## src/rtl/cem_pkg.sv

```systemverilog
package cem_pkg;

  typedef enum logic [1:0] {
    CEM_SINGLE = 2'b00,
    CEM_DUAL   = 2'b01,
    CEM_PRECH  = 2'b10,
    CEM_RSVD   = 2'b11
  } cem_style_e;

  localparam int unsigned CEM_LFSR_W = 16;

endpackage

```

## src/rtl/cem_event_gen.sv

```systemverilog
module cem_event_gen
  import cem_pkg::*;
#(
  parameter int unsigned     W      = 32,
  parameter logic [W-1:0]    PRECHG = '0
) (
  input  cem_style_e         style,
  input  logic [W-1:0]       cur,
  input  logic [W-1:0]       prev,
  output logic [W-1:0]       ev
);

  // one charge-event decision per monitored bit
  for (genvar i = 0; i < W; i++) begin : g_bit
    always_comb begin
      unique case (style)
        CEM_DUAL:  ev[i] = cur[i] ^ prev[i];
        CEM_PRECH: ev[i] = cur[i] ^ PRECHG[i];
        default:   ev[i] = cur[i] & ~prev[i];
      endcase
    end
  end

endmodule

```

## src/rtl/cem_popcount.sv

```systemverilog
module cem_popcount #(
  parameter int unsigned W  = 32,
  parameter int unsigned CW = $clog2(W + 1)
) (
  input  logic [W-1:0]  bits,
  output logic [CW-1:0] cnt
);

  always_comb begin
    cnt = '0;
    for (int i = 0; i < W; i++) begin
      cnt = cnt + CW'(bits[i]);
    end
  end

endmodule

```

## src/rtl/cem_noise_lfsr.sv

```systemverilog
module cem_noise_lfsr
  import cem_pkg::*;
#(
  parameter logic [CEM_LFSR_W-1:0] SEED  = 16'hACE1,
  parameter int unsigned           OFS_W = 3
) (
  input  logic                     clk,
  input  logic                     rst_n,
  input  logic                     adv,
  output logic signed [OFS_W-1:0]  ofs
);

  logic [CEM_LFSR_W-1:0] state_q;
  logic [CEM_LFSR_W-1:0] state_d;
  logic                  fb;

  always_comb begin
    fb      = state_q[15] ^ state_q[13] ^ state_q[12] ^ state_q[10];
    state_d = state_q;
    if (adv) begin
      state_d = {state_q[CEM_LFSR_W-2:0], fb};
    end
  end

  always_ff @(posedge clk or negedge rst_n) begin
    if (!rst_n) begin
      state_q <= SEED;
    end else if (adv) begin
      state_q <= state_d;
    end
  end

  assign ofs = $signed(state_q[OFS_W-1:0]);

  AST_LFSR_LIVE: assert property (@(posedge clk) disable iff (!rst_n)
    state_q != '0);

  AST_LFSR_HOLD: assert property (@(posedge clk) disable iff (!rst_n)
    !adv |=> $stable(state_q));

endmodule

```

## src/rtl/charge_event_meter.sv

```systemverilog
module charge_event_meter
  import cem_pkg::*;
#(
  parameter int unsigned     W      = 32,
  parameter logic [W-1:0]    PRECHG = '0,
  parameter int unsigned     TOT_W  = 32,
  parameter int unsigned     OFS_W  = 3,
  parameter logic [15:0]     SEED   = 16'hACE1,
  localparam int unsigned    CW     = $clog2(W + 1),
  localparam int unsigned    NW     = CW + OFS_W
) (
  input  logic                  clk,
  input  logic                  rst_n,
  input  logic                  smp_vld,
  input  logic [W-1:0]          smp_bits,
  input  logic [1:0]            style_sel,
  input  logic                  noise_en,
  output logic                  est_vld,
  output logic [CW-1:0]         est_count,
  output logic signed [NW-1:0]  est_noisy,
  output logic [TOT_W-1:0]      est_total
);

  // reset: asserted asynchronously, released on the clock
  logic [1:0] rst_pipe_q;
  logic       rst_q_n;

  always_ff @(posedge clk or negedge rst_n) begin
    if (!rst_n) begin
      rst_pipe_q <= 2'b00;
    end else begin
      rst_pipe_q <= {rst_pipe_q[0], 1'b1};
    end
  end

  assign rst_q_n = rst_pipe_q[1];

  // datapath
  cem_style_e           style;
  logic [W-1:0]         prev_q;
  logic [W-1:0]         ev;
  logic [CW-1:0]        cnt_d;
  logic signed [OFS_W-1:0] ofs;
  logic signed [NW-1:0] ofs_g;
  logic signed [NW-1:0] noisy_d;
  logic [TOT_W-1:0]     tot_d;
  logic                 vld_q;
  logic [CW-1:0]        cnt_q;
  logic signed [NW-1:0] noisy_q;
  logic [TOT_W-1:0]     tot_q;

  assign style = cem_style_e'(style_sel);

  cem_event_gen #(
    .W      (W),
    .PRECHG (PRECHG)
  ) i_event_gen (
    .style (style),
    .cur   (smp_bits),
    .prev  (prev_q),
    .ev    (ev)
  );

  cem_popcount #(
    .W  (W),
    .CW (CW)
  ) i_popcount (
    .bits (ev),
    .cnt  (cnt_d)
  );

  cem_noise_lfsr #(
    .SEED  (SEED),
    .OFS_W (OFS_W)
  ) i_noise (
    .clk   (clk),
    .rst_n (rst_q_n),
    .adv   (smp_vld),
    .ofs   (ofs)
  );

  always_comb begin
    ofs_g   = noise_en ? NW'(ofs) : '0;
    noisy_d = $signed({{(NW-CW){1'b0}}, cnt_d}) + ofs_g;
    tot_d   = tot_q + TOT_W'(cnt_d);
  end

  always_ff @(posedge clk or negedge rst_q_n) begin
    if (!rst_q_n) begin
      vld_q <= 1'b0;
    end else begin
      vld_q <= smp_vld;
    end
  end

  always_ff @(posedge clk or negedge rst_q_n) begin
    if (!rst_q_n) begin
      prev_q  <= '0;
      cnt_q   <= '0;
      noisy_q <= '0;
      tot_q   <= '0;
    end else if (smp_vld) begin
      prev_q  <= smp_bits;
      cnt_q   <= cnt_d;
      noisy_q <= noisy_d;
      tot_q   <= tot_d;
    end
  end

  assign est_vld   = vld_q;
  assign est_count = cnt_q;
  assign est_noisy = noisy_q;
  assign est_total = tot_q;

  // checks
  AST_VLD_AFTER_SAMPLE: assert property (@(posedge clk) disable iff (!rst_q_n)
    smp_vld |=> est_vld);

  AST_NO_VLD_WHEN_IDLE: assert property (@(posedge clk) disable iff (!rst_q_n)
    !smp_vld |=> !est_vld && $stable(est_count) && $stable(est_total));

  AST_COUNT_BOUND: assert property (@(posedge clk) disable iff (!rst_q_n)
    est_count <= CW'(W));

  AST_DUAL_REPEAT: assert property (@(posedge clk) disable iff (!rst_q_n)
    smp_vld && style == CEM_DUAL && smp_bits == prev_q |=> est_count == '0);

  AST_PRECH_IDLE: assert property (@(posedge clk) disable iff (!rst_q_n)
    smp_vld && style == CEM_PRECH && smp_bits == PRECHG |=> est_count == '0);

  AST_NOISE_OFF_EXACT: assert property (@(posedge clk) disable iff (!rst_q_n)
    smp_vld && !noise_en |=> est_noisy == $signed({{(NW-CW){1'b0}}, est_count}));

  AST_TOTAL_STEP: assert property (@(posedge clk) disable iff (!rst_q_n)
    est_vld |-> est_total == TOT_W'($past(est_total) + TOT_W'(est_count)));

endmodule

```

## config.mk

```make
export PLATFORM = sky130hd
export DESIGN_NAME = charge_event_meter
export DESIGN_NICKNAME = d
export VERILOG_FILES = /design/src/rtl/cem_pkg.sv /design/src/rtl/cem_event_gen.sv /design/src/rtl/cem_popcount.sv /design/src/rtl/cem_noise_lfsr.sv /design/src/rtl/charge_event_meter.sv
export SDC_FILE = /design/constraint.sdc
export NUM_CORES = 1
export LEC_CHECK = 0
export ABC_AREA = 1
export CAP_MARGIN = 20
export CORE_MARGIN = 4
export CORE_UTILIZATION = 40
export CTS_CLUSTER_DIAMETER = 60
export DETAILED_ROUTE_END_ITERATION = 7
export GPL_ROUTABILITY_DRIVEN = 1
export SLEW_MARGIN = 25
export SYNTH_ARGS = -nofsm -noshare
export SYNTH_HDL_FRONTEND = slang
export SYNTH_SLANG_ARGS = --single-unit
```

## constraint.sdc

```tcl
create_clock -name clk -period 3.9 [get_ports clk]
set_clock_uncertainty 0.2 [all_clocks]
set_input_delay 0.585 -clock clk [delete_from_list [all_inputs] [get_ports clk]]
set_output_delay 0.585 -clock clk [all_outputs]
set_load 0.005 [all_outputs]
```

* Word level (Yosys, flattened, before mapping)
Cells that the tools add are included.
Storage, ports and cells: bits in registers 98, output and inout bits 48, logic and storage cells 174
Operators by class: $add $sub $neg 33, eq/ne operators 2, multiplexer cells 33, bitwise operators 99
Operators with widths (number):
- $add A6 B1 Y6 | 30
- $pmux W1 S2 | 32
- $xor A1 B1 Y1 | 35
- $add A32 B6 Y32 | 1
- $and A1 B1 Y1 | 32
- $not A1 Y1 | 32
- $add A7 B9 Y9 | 1
- $mux W9 | 1
- $add A1 B1 Y2 | 1
- $eq A2 B1 Y1 const B | 1
- $eq A2 B2 Y1 const B | 1

* Longest topological paths before layout
Gate-level depths: netlist of the first run.
depth in word-level cells 35, gate-level depth with buffers 35, mapped depth without buffers 34

* Cells and area by module
From an unflattened synthesis of the first run, not the netlist that was laid out.
Unflattened totals: cells, all modules 988, area, all modules 7236.9 um^2
By module, submodules not included:
- charge_event_meter | instances 1, cells an instance 502, area each 4126.5 um^2, sequential area each 2052.0 um^2
- cem_event_gen | instances 1, cells an instance 306, area each 1519.0 um^2, sequential area each 0.0 um^2
- cem_popcount | instances 1, cells an instance 101, area each 854.6 um^2, sequential area each 0.0 um^2
- cem_noise_lfsr | instances 1, cells an instance 79, area each 737.0 um^2, sequential area each 410.4 um^2

* Worst setup path after synthesis of the first run
No wires, ideal clock.
kind input to register, from input style_sel[0], to register tot_q[29] (netlist: est_total[29]), library setup time 0.113 ns, arrival 7.260 ns, required time 3.587 ns, path slack -3.673 ns, stages on the path 30, buffers on the path 1, path through inv_1 -> ha_1 -> clkinv_1 -> clkbuf_1 -> o211ai_1 -> o21ai_0 -> inv_1 -> ha_1 -> fa_1 -> fa_1 -> fa_1 -> fa_1 -> inv_1 -> fa_1 -> fa_1 -> fa_1 -> fa_1 -> o21ai_0 -> xor2_1 -> ha_1 -> nand2_1 -> inv_1 -> nand2_1 -> nand2_1 -> nand2_1 -> nand3_2 -> nand2_1 -> nand2_1 -> nand2_1 -> inv_1
Between the ends: cells in the longest elaborated chain, start to end 34
RTL lines:
- from (decl) | line charge_event_meter.sv:16 | input logic [1:0] style_sel,
- $eq A2 B2 Y1 / $eq A2 B1 Y1 (equally long branches) | line cem_event_gen.sv:16 | unique case (style)
- $pmux W1 S2 | line cem_event_gen.sv:16
- $add A1 B1 Y2 | line cem_popcount.sv:12 | cnt = cnt + CW'(bits[i]);
- $add A6 B1 Y6 (29 in series) | line cem_popcount.sv:12
- $add A6 B1 Y6 (*) | line cem_popcount.sv:12
- named net cnt_d[4] | line charge_event_meter.sv:42 | logic [CW-1:0] cnt_d;
- $add A32 B6 Y32 (*) | line charge_event_meter.sv:85 | tot_d = tot_q + TOT_W'(cnt_d);
- to (signal assigned) | line charge_event_meter.sv:106 | tot_q <= tot_d;
- to (decl) | line charge_event_meter.sv:50 | logic [TOT_W-1:0] tot_q;
The timed path passes the listed nets; every way through them passes the cells marked *. A chain may end at the register's enable or synchronous reset.

* Worst setup path after layout of the first run
from input style_sel[1], to register tot_q[10] (netlist: est_total[10])
Same word-level chain as after synthesis.

==> impl_metrics.csv, run 1 <==
group,metric,value,unit
drt,drtIter0Drc,201,
critical_path,crit_arrival,6830,ps
timing,slew_violations,0,
floorplanning,core_area,0.0161,sq mm
critical_path,cp.required,3980,ps
place,place.gp.congestion,0.826,
drt,drt.antenna.violating_nets,0,
drt,vias_per_cell,4.80,
clock_tree,cts_root_buffer,"clkbuf_16",
critical_path,rrSetupSlack,-2850,ps
timing,setup_violations,47,
yosys,synthCells,818,
timing,fmax,148,MHz
clock_tree,clkTransAtPathRegs,70,ps
drt,wl,16600,um
clock_tree,numCtsBuffers,9,
clock_tree,clk_path_buf_depth,2,
floorplanning,die_x,137,um
grt,antenna_found_initial,0,
yosys,ys_ff_latch,98,
yosys,synth_ff_type,"dfrtp_1",
timing,relSlewSlack,62.7,%
floorplanning,dieHeight,137,um
clock_tree,clk_latency,350,ps
drt,drc,0,
floorplanning,io_pins,86,
timing,fin_crit_sh,173,%
timing,post-route-min-period,6750,ps
yosys,synth.avg_cell_area,8.12,sq um
yosys,synth_area_leaders,"dfrtp_1 (34%), nand2_1 (12%), ha_1 (10%), fa_1 (7.8%), inv_1 (7.2%)",
yosys,synth_area_leader_cell,"dfrtp_1",
drt,vias,5781,
grt,grt_pass1_vias,5810,
cells_and_area,diodes,0,
yosys,synthArstFlopShare,100,%
cells_and_area,fin_nets,1102,
floorplanning,start_util,41.4,%
cells_and_area,n_fill_cell,1415,
critical_path,cp-end-kind,"flip-flop",
cells_and_area,instances_no_fill,1204,
clock_tree,cts_sinks,98,
place,hpwl,11500,um
yosys,ys_top_cells_by_count,"nand2_1 (220), inv_1 (128), dfrtp_1 (90), o21ai_0 (88), ha_1 (55)",
cells_and_area,final_layout_size_suffix_gt1_share,25.5,%
yosys,yosysTopAreaCellShare,33.9,%
critical_path,path_max_fanout,7,
grt,grt_max_degree,72,
hold_path,min_path_type,"reg2async",
place,port-buffer-count,85,
grt,grt_util_all_layers,18.7,%
run_status,status,"finished, violations left",
timing,fin_tns_setup,-120450,ps
yosys,synth-edff-count,0,
floorplanning,rows,46,
yosys,ys_warn_count,0,
clock_tree,cts_tree,"built",
cells_and_area,layout-area-overhead-vs-synth,42.1,%
grt,grt_pass1_wl,27900,um
cells_and_area,multi_input_area,0.00416,sq mm
timing,grt_setup_unrepaired,"yes",
clock_tree,htreeDepth,3,
timing,finalWorstSetupSlack,-2850,ps
critical_path,cp-start-kind,"input pin",
drt,dr.pass1.iters,4,
run,cap_viol_max_count,0,
cells_and_area,final-seq-area,0.00247,sq mm
timing,worst_pin_slew,560,ps
grt,grt_overflow,0,
floorplanning,die-area,0.0187,sq mm
run_status,violations,"negative setup slack",
place,placed_cells,1169,
yosys,synth_cell_types,38,
yosys,syn-num-nets,937,
yosys,netlist_area,0.00664,sq mm
yosys,post-synth-top-count-cell,"nand2_1",
timing,hold_viol,0,
clock_tree,cts.hold.buffers_added,0,
yosys,yosysSeqAreaShare,37.1,%
drt,wl_per_cell,13.8,um
critical_path,criticalPathCategory,"in2reg",
[per-stage QoR]
stage / hold slack, ps / instance area [sq um] / util, % / setup slack (ps)
after floorplan: 89.4 / 6810 / - / -2840
after global placement: 137 / 8380 / 52.2 / -3650
after detailed placement: 140 / 8380 / 52.2 / -3680
after CTS: 156 / 9180 / 57.1 / -2940
after global routing: 31.9 / 9440 / 58.8 / -3140
final: 10.1 / 9440 / 58.8 / -2850
[kinds of logic after synthesis]
family / Yosys count / share of synthesized area [%]
flops: 98 / 37.1
fa+ha+maj: 81 / 18.2
compound gates: 139 / 11.6
simple gates: 319 / 21.0
buf+inv: 160 / 9.36
other cells: 1 / 0.0565
xor+xnor: 20 / 2.64
[registers in the layout, indices dropped and copies added (netlist names)]
register         cells
est_count            6
est_noisy            9
est_total           32
est_vld              1
i_noise.state_q     16
prev_q              32
rst_pipe_q           2
[cell usage in the layout (no fill, tap or decap), types with 10 or more instances in the layout]
master,synthesis,layout
buf_4,0,81
nand2_2,4,18
dfrtp_1,90,89
nand2_1,220,199
ha_4,0,13
nand4_1,11,11
o21ai_0,88,64
inv_1,128,117
o211ai_1,24,24
buf_6,1,11
o21ai_2,0,10
clkdlybuf4s50_1,0,72
fa_1,26,20
nand3_4,1,10
ha_1,55,41
nand3_1,28,13
nor2_1,32,28
nand3_2,4,11
o21ai_1,3,17
[layer usage]
layer	GRT usage (%)	wire, um
met5	0	0
met4	3.49	193
met3	4.56	671
met2	30.8	7990
met1	25.3	7720
[what timing repair did]
| action | 4_1_cts | 5_1_grt |
|---|---|---|
| buffers inserted | 12 | 9 |
| setup endpoints to repair | 47 | 47 |
| gates resized for setup | 104 | 43 |
| pin swaps | 59 | 46 |
| gates cloned | 3 | 0 |
[worst max-delay path: stages]
cell	delay, ps
buf_6	100
inv_1	50
ha_2	180
inv_4	60
o211ai_1	240
o21ai_2	90
inv_2	70
ha_4	200
fa_1	510
fa_2	590
fa_1	440
fa_1	520
inv_1	50
fa_1	500
fa_1	430
fa_2	370
fa_2	380
buf_4	160
xnor2_4	140
ha_4	300
nand2_1	70
nor2_1	100
nand2_1	90
nand3_4	210
nand2_4	90
nor2_2	130
xor2_1	140
[path summary, 6_finish.rpt]
path / startpoint / to / cells after the start
setup reg to reg: prev_q[0]$_DFFE_PN0P_ / est_total[10]$_DFFE_PN0P_ / 25
hold / removal: rst_pipe_q[1]$_DFF_PN0_ / i_noise.state_q[12]$_DFFE_PN0P_ / 0
max in group asynchronous: rst_pipe_q[1]$_DFF_PN0_ / i_noise.state_q[10]$_DFFE_PN1P_ / 2
min in group clk: rst_pipe_q[0]$_DFF_PN0_ / rst_pipe_q[1]$_DFF_PN0_ / 0
setup / recovery: style_sel[1] / est_total[10]$_DFFE_PN0P_ / 27
hold reg to reg: rst_pipe_q[1]$_DFF_PN0_ / i_noise.state_q[12]$_DFFE_PN0P_ / 0
[final cells by class]
class                      count  area share, %
timing repair inverter         2          0.186
sequential                    98           26.1
clock buffer                  10           2.53
timing repair buffer         180           17.7
multi-input combinational    561           44.1
clock inverter                 6          0.955
tap                          216           2.86
inverter                     131           5.56
Power of run 1 is left out: the tool's default activity adds up to more than one toggle a clock period on the data nets, which glitch-free logic cannot reach.
==> run 2, diff against run 1 <==
--- a/config.mk
+++ b/config.mk
@@ -11,7 +11,8 @@
 export CORE_UTILIZATION = 40
 export CTS_CLUSTER_DIAMETER = 60
 export DETAILED_ROUTE_END_ITERATION = 7
-export GPL_ROUTABILITY_DRIVEN = 1
+export GPL_ROUTABILITY_DRIVEN = 0
+export SKIP_LAST_GASP = 1
 export SLEW_MARGIN = 25
 export SYNTH_ARGS = -nofsm -noshare
 export SYNTH_HDL_FRONTEND = slang
==> run 2 against run 1 <==
Effect of this change:
- the run still ends with negative setup slack left
- maximum frequency shrank 0.32%
- design area fell by 0.32%
- setup slack got worse by 22 ps
- via count is essentially flat
- first-iteration DRC count grew 31%
- non-clock buffer count is 1 higher
- routed wire length down 0.14%
- sequential cell count unchanged
- hold slack hardly changed
- core utilization shrank 0.19 points
- global-route usage decreased by 0.055 points
==> impl_metrics.csv, run 2 (synthesized netlist as in run 1, its figures left out) <==
group,metric,value,unit
cells_and_area,layout-area-overhead-vs-synth,41.6,%
drt,dr.pass1.iters,5,
critical_path,critPathMaxStageDelay,590,ps
critical_path,r2r_start,"prev_q[0]$_DFFE_PN0P_",
run,cap_viol_max_count,0,
grt,grt_pass1_wl,27900,um
cells_and_area,final_layout_size_suffix_gt1_share,25.1,%
floorplanning,core_area,0.0161,sq mm
cells_and_area,final_area,0.00941,sq mm
critical_path,crit_arrival,6820,ps
drt,vias_per_cell,4.80,
critical_path,critPathMostFrequentCell,"fa_1",
place,dpl_cell_area,0.00838,sq mm
grt,grt_overflow,0,
critical_path,criticalPathCategory,"in2reg",
clock_tree,clk_path_buf_depth,2,
drt,drt.antenna.violating_nets,0,
clock_tree,clk_latency,350,ps
timing,grt_setup_unrepaired,"yes",
timing,slew_violations,0,
drt,drtIter0Drc,264,
cells_and_area,final_cell_mix,"nand2_1 (202), inv_1 (117), dfrtp_1 (89), buf_4 (86), clkdlybuf4s50_1 (72)",
grt,grt_pass1_vias,5800,
floorplanning,die_x,137,um
drt,wl_per_cell,13.7,um
timing,relSlewSlack,62.5,%
drt,wl,16600,um
hold_path,min_path_type,"reg2async",
grt,grt_util_all_layers,18.6,%
timing,worst_pin_slew,563,ps
clock_tree,cts_root_buffer,"clkbuf_16",
floorplanning,dieHeight,137,um
drt,vias,5786,
place,placed_cells,1169,
floorplanning,rows,46,
timing,hold_viol,0,
critical_path,slowest_stage,"fa_2",
clock_tree,cts_tree,"built",
cells_and_area,final_common_cell,"nand2_1",
cells_and_area,instances_no_fill,1205,
timing,post-route-min-period,6770,ps
cells_and_area,fin_nets,1103,
critical_path,cp-start-kind,"input pin",
grt,grt_max_degree,72,
grt,antenna_found_initial,0,
run_status,status,"finished, violations left",
drt,drc,0,
clock_tree,cts_sinks,98,
critical_path,cp-end-kind,"flip-flop",
timing,fin_crit_sh,174,%
cells_and_area,finalCoreUtilization,58.6,%
clock_tree,numCtsBuffers,9,
critical_path,startpoint,"style_sel[1]",
critical_path,path_max_fanout,7,
timing,finalWorstSetupSlack,-2870,ps
cells_and_area,n_fill_cell,1418,
timing,fmax,148,MHz
clock_tree,clkTransAtPathRegs,70,ps
timing,fin_tns_setup,-121180,ps
clock_tree,htreeDepth,3,
floorplanning,die-area,0.0187,sq mm
cells_and_area,diodes,0,
place,port-buffer-count,85,
critical_path,cp.required,3940,ps
floorplanning,io_pins,86,
run_status,violations,"negative setup slack",
timing,setup_violations,47,
floorplanning,start_util,41.4,%
place,hpwl,11500,um
run 2: cell count changes in the layout (fill, tap and decap cells not counted):
cell | previous run | this run
buf_4 | 81 | 86
xnor2_1 | 7 | 8
nor2_1 | 28 | 27
o21ai_2 | 10 | 8
nand2_1 | 199 | 202
o21ai_1 | 17 | 19
nor2_2 | 9 | 10
inv_2 | 7 | 8
nand2_2 | 18 | 15
buf_6 | 11 | 7
inv_4 | 5 | 4
xnor2_2 | 7 | 6
run 2: repair_timing:
action                     CTS  global route
gates cloned                 3             0
pin swaps                   58            47
gates resized for setup     98            38
setup endpoints to repair   47            47
buffers inserted            12             9
hold buffers                 0             0
run 2: stage by stage:
stage | worst slack [ps] | hold slack (ps)
after global routing | -3140 | 31.9
after detailed placement | -3680 | 140
after floorplan | -2840 | 89.4
after global placement | -3650 | 137
after CTS | -2940 | 156
final | -2870 | 10.1
run 2: path summary, 6_finish.rpt:
path / to / slack, ps / cells after the start
max in group asynchronous: i_noise.state_q[10]$_DFFE_PN1P_ / 2480 / 2
min: i_noise.state_q[12]$_DFFE_PN0P_ / 10 / 0
min reg2reg: i_noise.state_q[12]$_DFFE_PN0P_ / 10 / 0
max reg2reg: est_total[24]$_DFFE_PN0P_ / -2870 / 25
max: est_total[24]$_DFFE_PN0P_ / -2870 / 27
min in group clk: rst_pipe_q[1]$_DFF_PN0_ / 150 / 0
run 2: area by class of cell:
cell class	count	area, sq um	area share (%)
Clock buffer	10	239	2.54
Timing Repair Buffer	181	1660	17.7
Timing Repair inverter	2	17.5	0.186
Multi-Input combinational cell	561	4140	44.0
Sequential cell	98	2470	26.2
Clock inverter	6	90.1	0.958
Tap cell	216	270	2.87
Inverter	131	522	5.55
run 2: worst max-delay path, delay by kind of cell:
family | cells | cell delay [ps]
adders and majority gates | 11 | 4420
and+or+nand+nor | 6 | 660
xor gates and xnor gates | 1 | 160
AOI/OAI and AO/OA | 3 | 470
buffers and inverters | 6 | 490
run 2: layer usage:
| metal | wire length, um | GRT usage (%) |
|---|---|---|
| met4 | 223 | 3.44 |
| met2 | 7920 | 30.6 |
| met5 | 0 | 0 |
| met3 | 608 | 4.56 |
| met1 | 7800 | 25.3 |
Power of run 2 is left out for the same reason.
==> run 3, diff against run 2 <==
--- a/config.mk
+++ b/config.mk
@@ -13,7 +13,6 @@
 export DETAILED_ROUTE_END_ITERATION = 7
 export GPL_ROUTABILITY_DRIVEN = 0
 export SKIP_LAST_GASP = 1
-export SLEW_MARGIN = 25
 export SYNTH_ARGS = -nofsm -noshare
 export SYNTH_HDL_FRONTEND = slang
 export SYNTH_SLANG_ARGS = --single-unit
==> run 3 against run 2 <==
Effect of this change:
- the flow still finishes with violations (negative setup slack)
- via count fell by 0.29%
- design area fell by 0.29%
- critical path type unchanged
- core utilization fell by 0.17 points
- maximum frequency barely moved
- cell count barely moved
- hold slack improved by 140 ps
- routed wire length fell by 0.31%
==> impl_metrics.csv, run 3 (synthesized netlist as in run 1, its figures left out) <==
group,metric,value,unit
timing,worst_pin_slew,931,ps
cells_and_area,layout-area-overhead-vs-synth,41.2,%
cells_and_area,final_common_cell,"nand2_1",
cells_and_area,n_fill_cell,1421,
place,hpwl,11500,um
floorplanning,die-area,0.0187,sq mm
timing,setup_violations,47,
run_status,violations,"negative setup slack",
clock_tree,cts.hold.buffers_added,0,
timing,grt_setup_unrepaired,"yes",
clock_tree,numCtsBuffers,9,
critical_path,rrSetupSlack,-2870,ps
drt,wl_per_cell,13.7,um
clock_tree,clk_latency,350,ps
cells_and_area,final_layout_size_suffix_gt1_share,25.0,%
drt,vias,5769,
critical_path,cp.required,3940,ps
critical_path,cp-start-kind,"input pin",
cells_and_area,final_cell_mix,"nand2_1 (202), inv_1 (117), dfrtp_1 (89), buf_4 (86), clkdlybuf4s50_1 (72)",
critical_path,crit_arrival,6820,ps
drt,wl,16500,um
floorplanning,dieHeight,137,um
critical_path,r2r_start,"prev_q[0]$_DFFE_PN0P_",
floorplanning,core_area,0.0161,sq mm
drt,dr.pass1.iters,4,
critical_path,r2r_cells,25,
grt,top_usage_layer,"met2",
grt,grt_overflow,0,
timing,fin_crit_sh,174,%
timing,finalWorstSetupSlack,-2870,ps
clock_tree,clkTransAtPathRegs,70,ps
hold_path,min_path_type,"reg2reg",
timing,hold_viol,0,
timing,fmax,148,MHz
critical_path,path_max_fanout,7,
timing,post-route-min-period,6770,ps
grt,met2_usage,30.6,%
floorplanning,rows,46,
critical_path,cp-end-kind,"flip-flop",
hold_path,hold_end,"rst_pipe_q[1]$_DFF_PN0_",
floorplanning,die_x,137,um
clock_tree,cts_sinks,98,
clock_tree,cts_root_buffer,"clkbuf_16",
clock_tree,cts_tree,"built",
grt,met3_usage,4.56,%
run,cap_viol_max_count,0,
run_status,status,"finished, violations left",
cells_and_area,fin_nets,1102,
floorplanning,start_util,41.4,%
grt,grt_util_all_layers,18.6,%
timing,fin_tns_setup,-121260,ps
hold_path,worstHoldStart,"rst_pipe_q[0]$_DFF_PN0_",
critical_path,criticalPathCategory,"in2reg",
clock_tree,htreeDepth,3,
timing,slew_violations,0,
drt,drtIter0Drc,234,
clock_tree,clk_path_buf_depth,2,
hold_path,holdPathStages,0,
floorplanning,io_pins,86,
drt,drt.antenna.violating_nets,0,
cells_and_area,diodes,0,
grt,grt_pass1_vias,5800,
grt,grt_pass1_wl,27900,um
grt,antenna_found_initial,0,
drt,vias_per_cell,4.79,
grt,gr-usage-met1,25.3,%
timing,relSlewSlack,37.9,%
grt,grt_max_degree,72,
drt,drc,0,
critical_path,reg2reg_to,"est_total[24]$_DFFE_PN0P_",
place,port-buffer-count,85,
## run 3: cell types whose count changed in the layout (fill, tap and decap cells not counted), sizes merged
cell,before,now
buf,100,99
## run 3: layer usage
metal,share of wire (%),wire length (um)
met3,3.8,623
met1,47,7800
met4,1.2,201
met2,48,7870
met5,0,0
## run 3: worst max-delay path by stage
stage	cells past startpoint	startpoint	slack [ps]	endpoint
after floorplan	29	style_sel[0]	-2840	est_total[29]$_DFFE_PN0P_
after global placement	25	style_sel[0]	-3650	est_total[14]$_DFFE_PN0P_
after detailed placement	30	style_sel[0]	-3680	est_total[29]$_DFFE_PN0P_
after CTS	27	style_sel[0]	-2940	est_total[10]$_DFFE_PN0P_
after global routing	25	prev_q[0]$_DFFE_PN0P_	-3140	est_total[24]$_DFFE_PN0P_
final	27	style_sel[1]	-2870	est_total[24]$_DFFE_PN0P_
## run 3: repair_timing
item                                    in CTS  in global routing
gates resized for setup                     98                 38
pin swaps                                   58                 47
endpoints found under the hold margin        0                  0
gates cloned                                 3                  0
endpoints found under the setup margin      47                 47
setup buffers                               12                  9
## run 3: final cells by class
type	count	area [sq um]	share of cell area (%)
multi-input combinational	561	4140	44.1
sequential	98	2470	26.3
timing repair inverter	2	17.5	0.187
inverter	131	522	5.56
tap	216	270	2.88
clock buffer	10	239	2.55
clock inverter	6	90.1	0.961
timing repair buffer	180	1630	17.4
## run 3: critical path: stages
cell	delay, ps
buf_6	100
inv_1	50
ha_2	180
inv_4	60
o211ai_1	240
o21ai_2	90
inv_2	70
ha_4	200
fa_1	510
fa_2	590
fa_1	440
fa_1	520
inv_1	50
fa_1	500
fa_1	430
fa_2	370
fa_2	380
buf_4	160
xnor2_4	160
ha_4	300
nand2_1	70
nor2_1	100
nand2_1	90
nand3_4	210
nand3_4	140
o21ai_1	140
nand2_1	50
## run 3: per-stage QoR
| stage | hold slack, ps | area [sq um] | util, % | setup slack [ps] | cells |
|---|---|---|---|---|---|
| 2_1_floorplan | 89.4 | 6810 | - | -2840 | 818 |
| 3_3_place_gp | 137 | 8380 | 52.2 | -3650 | 1169 |
| 3_5_place_dp | 140 | 8380 | 52.2 | -3680 | 1169 |
| 4_1_cts | 156 | 9160 | 57.0 | -2940 | 1197 |
| 5_1_grt | 169 | 9380 | 58.4 | -3140 | 1204 |
| 6_report | 153 | 9380 | 58.4 | -2870 | 1204 |
Power of run 3 is left out for the same reason.
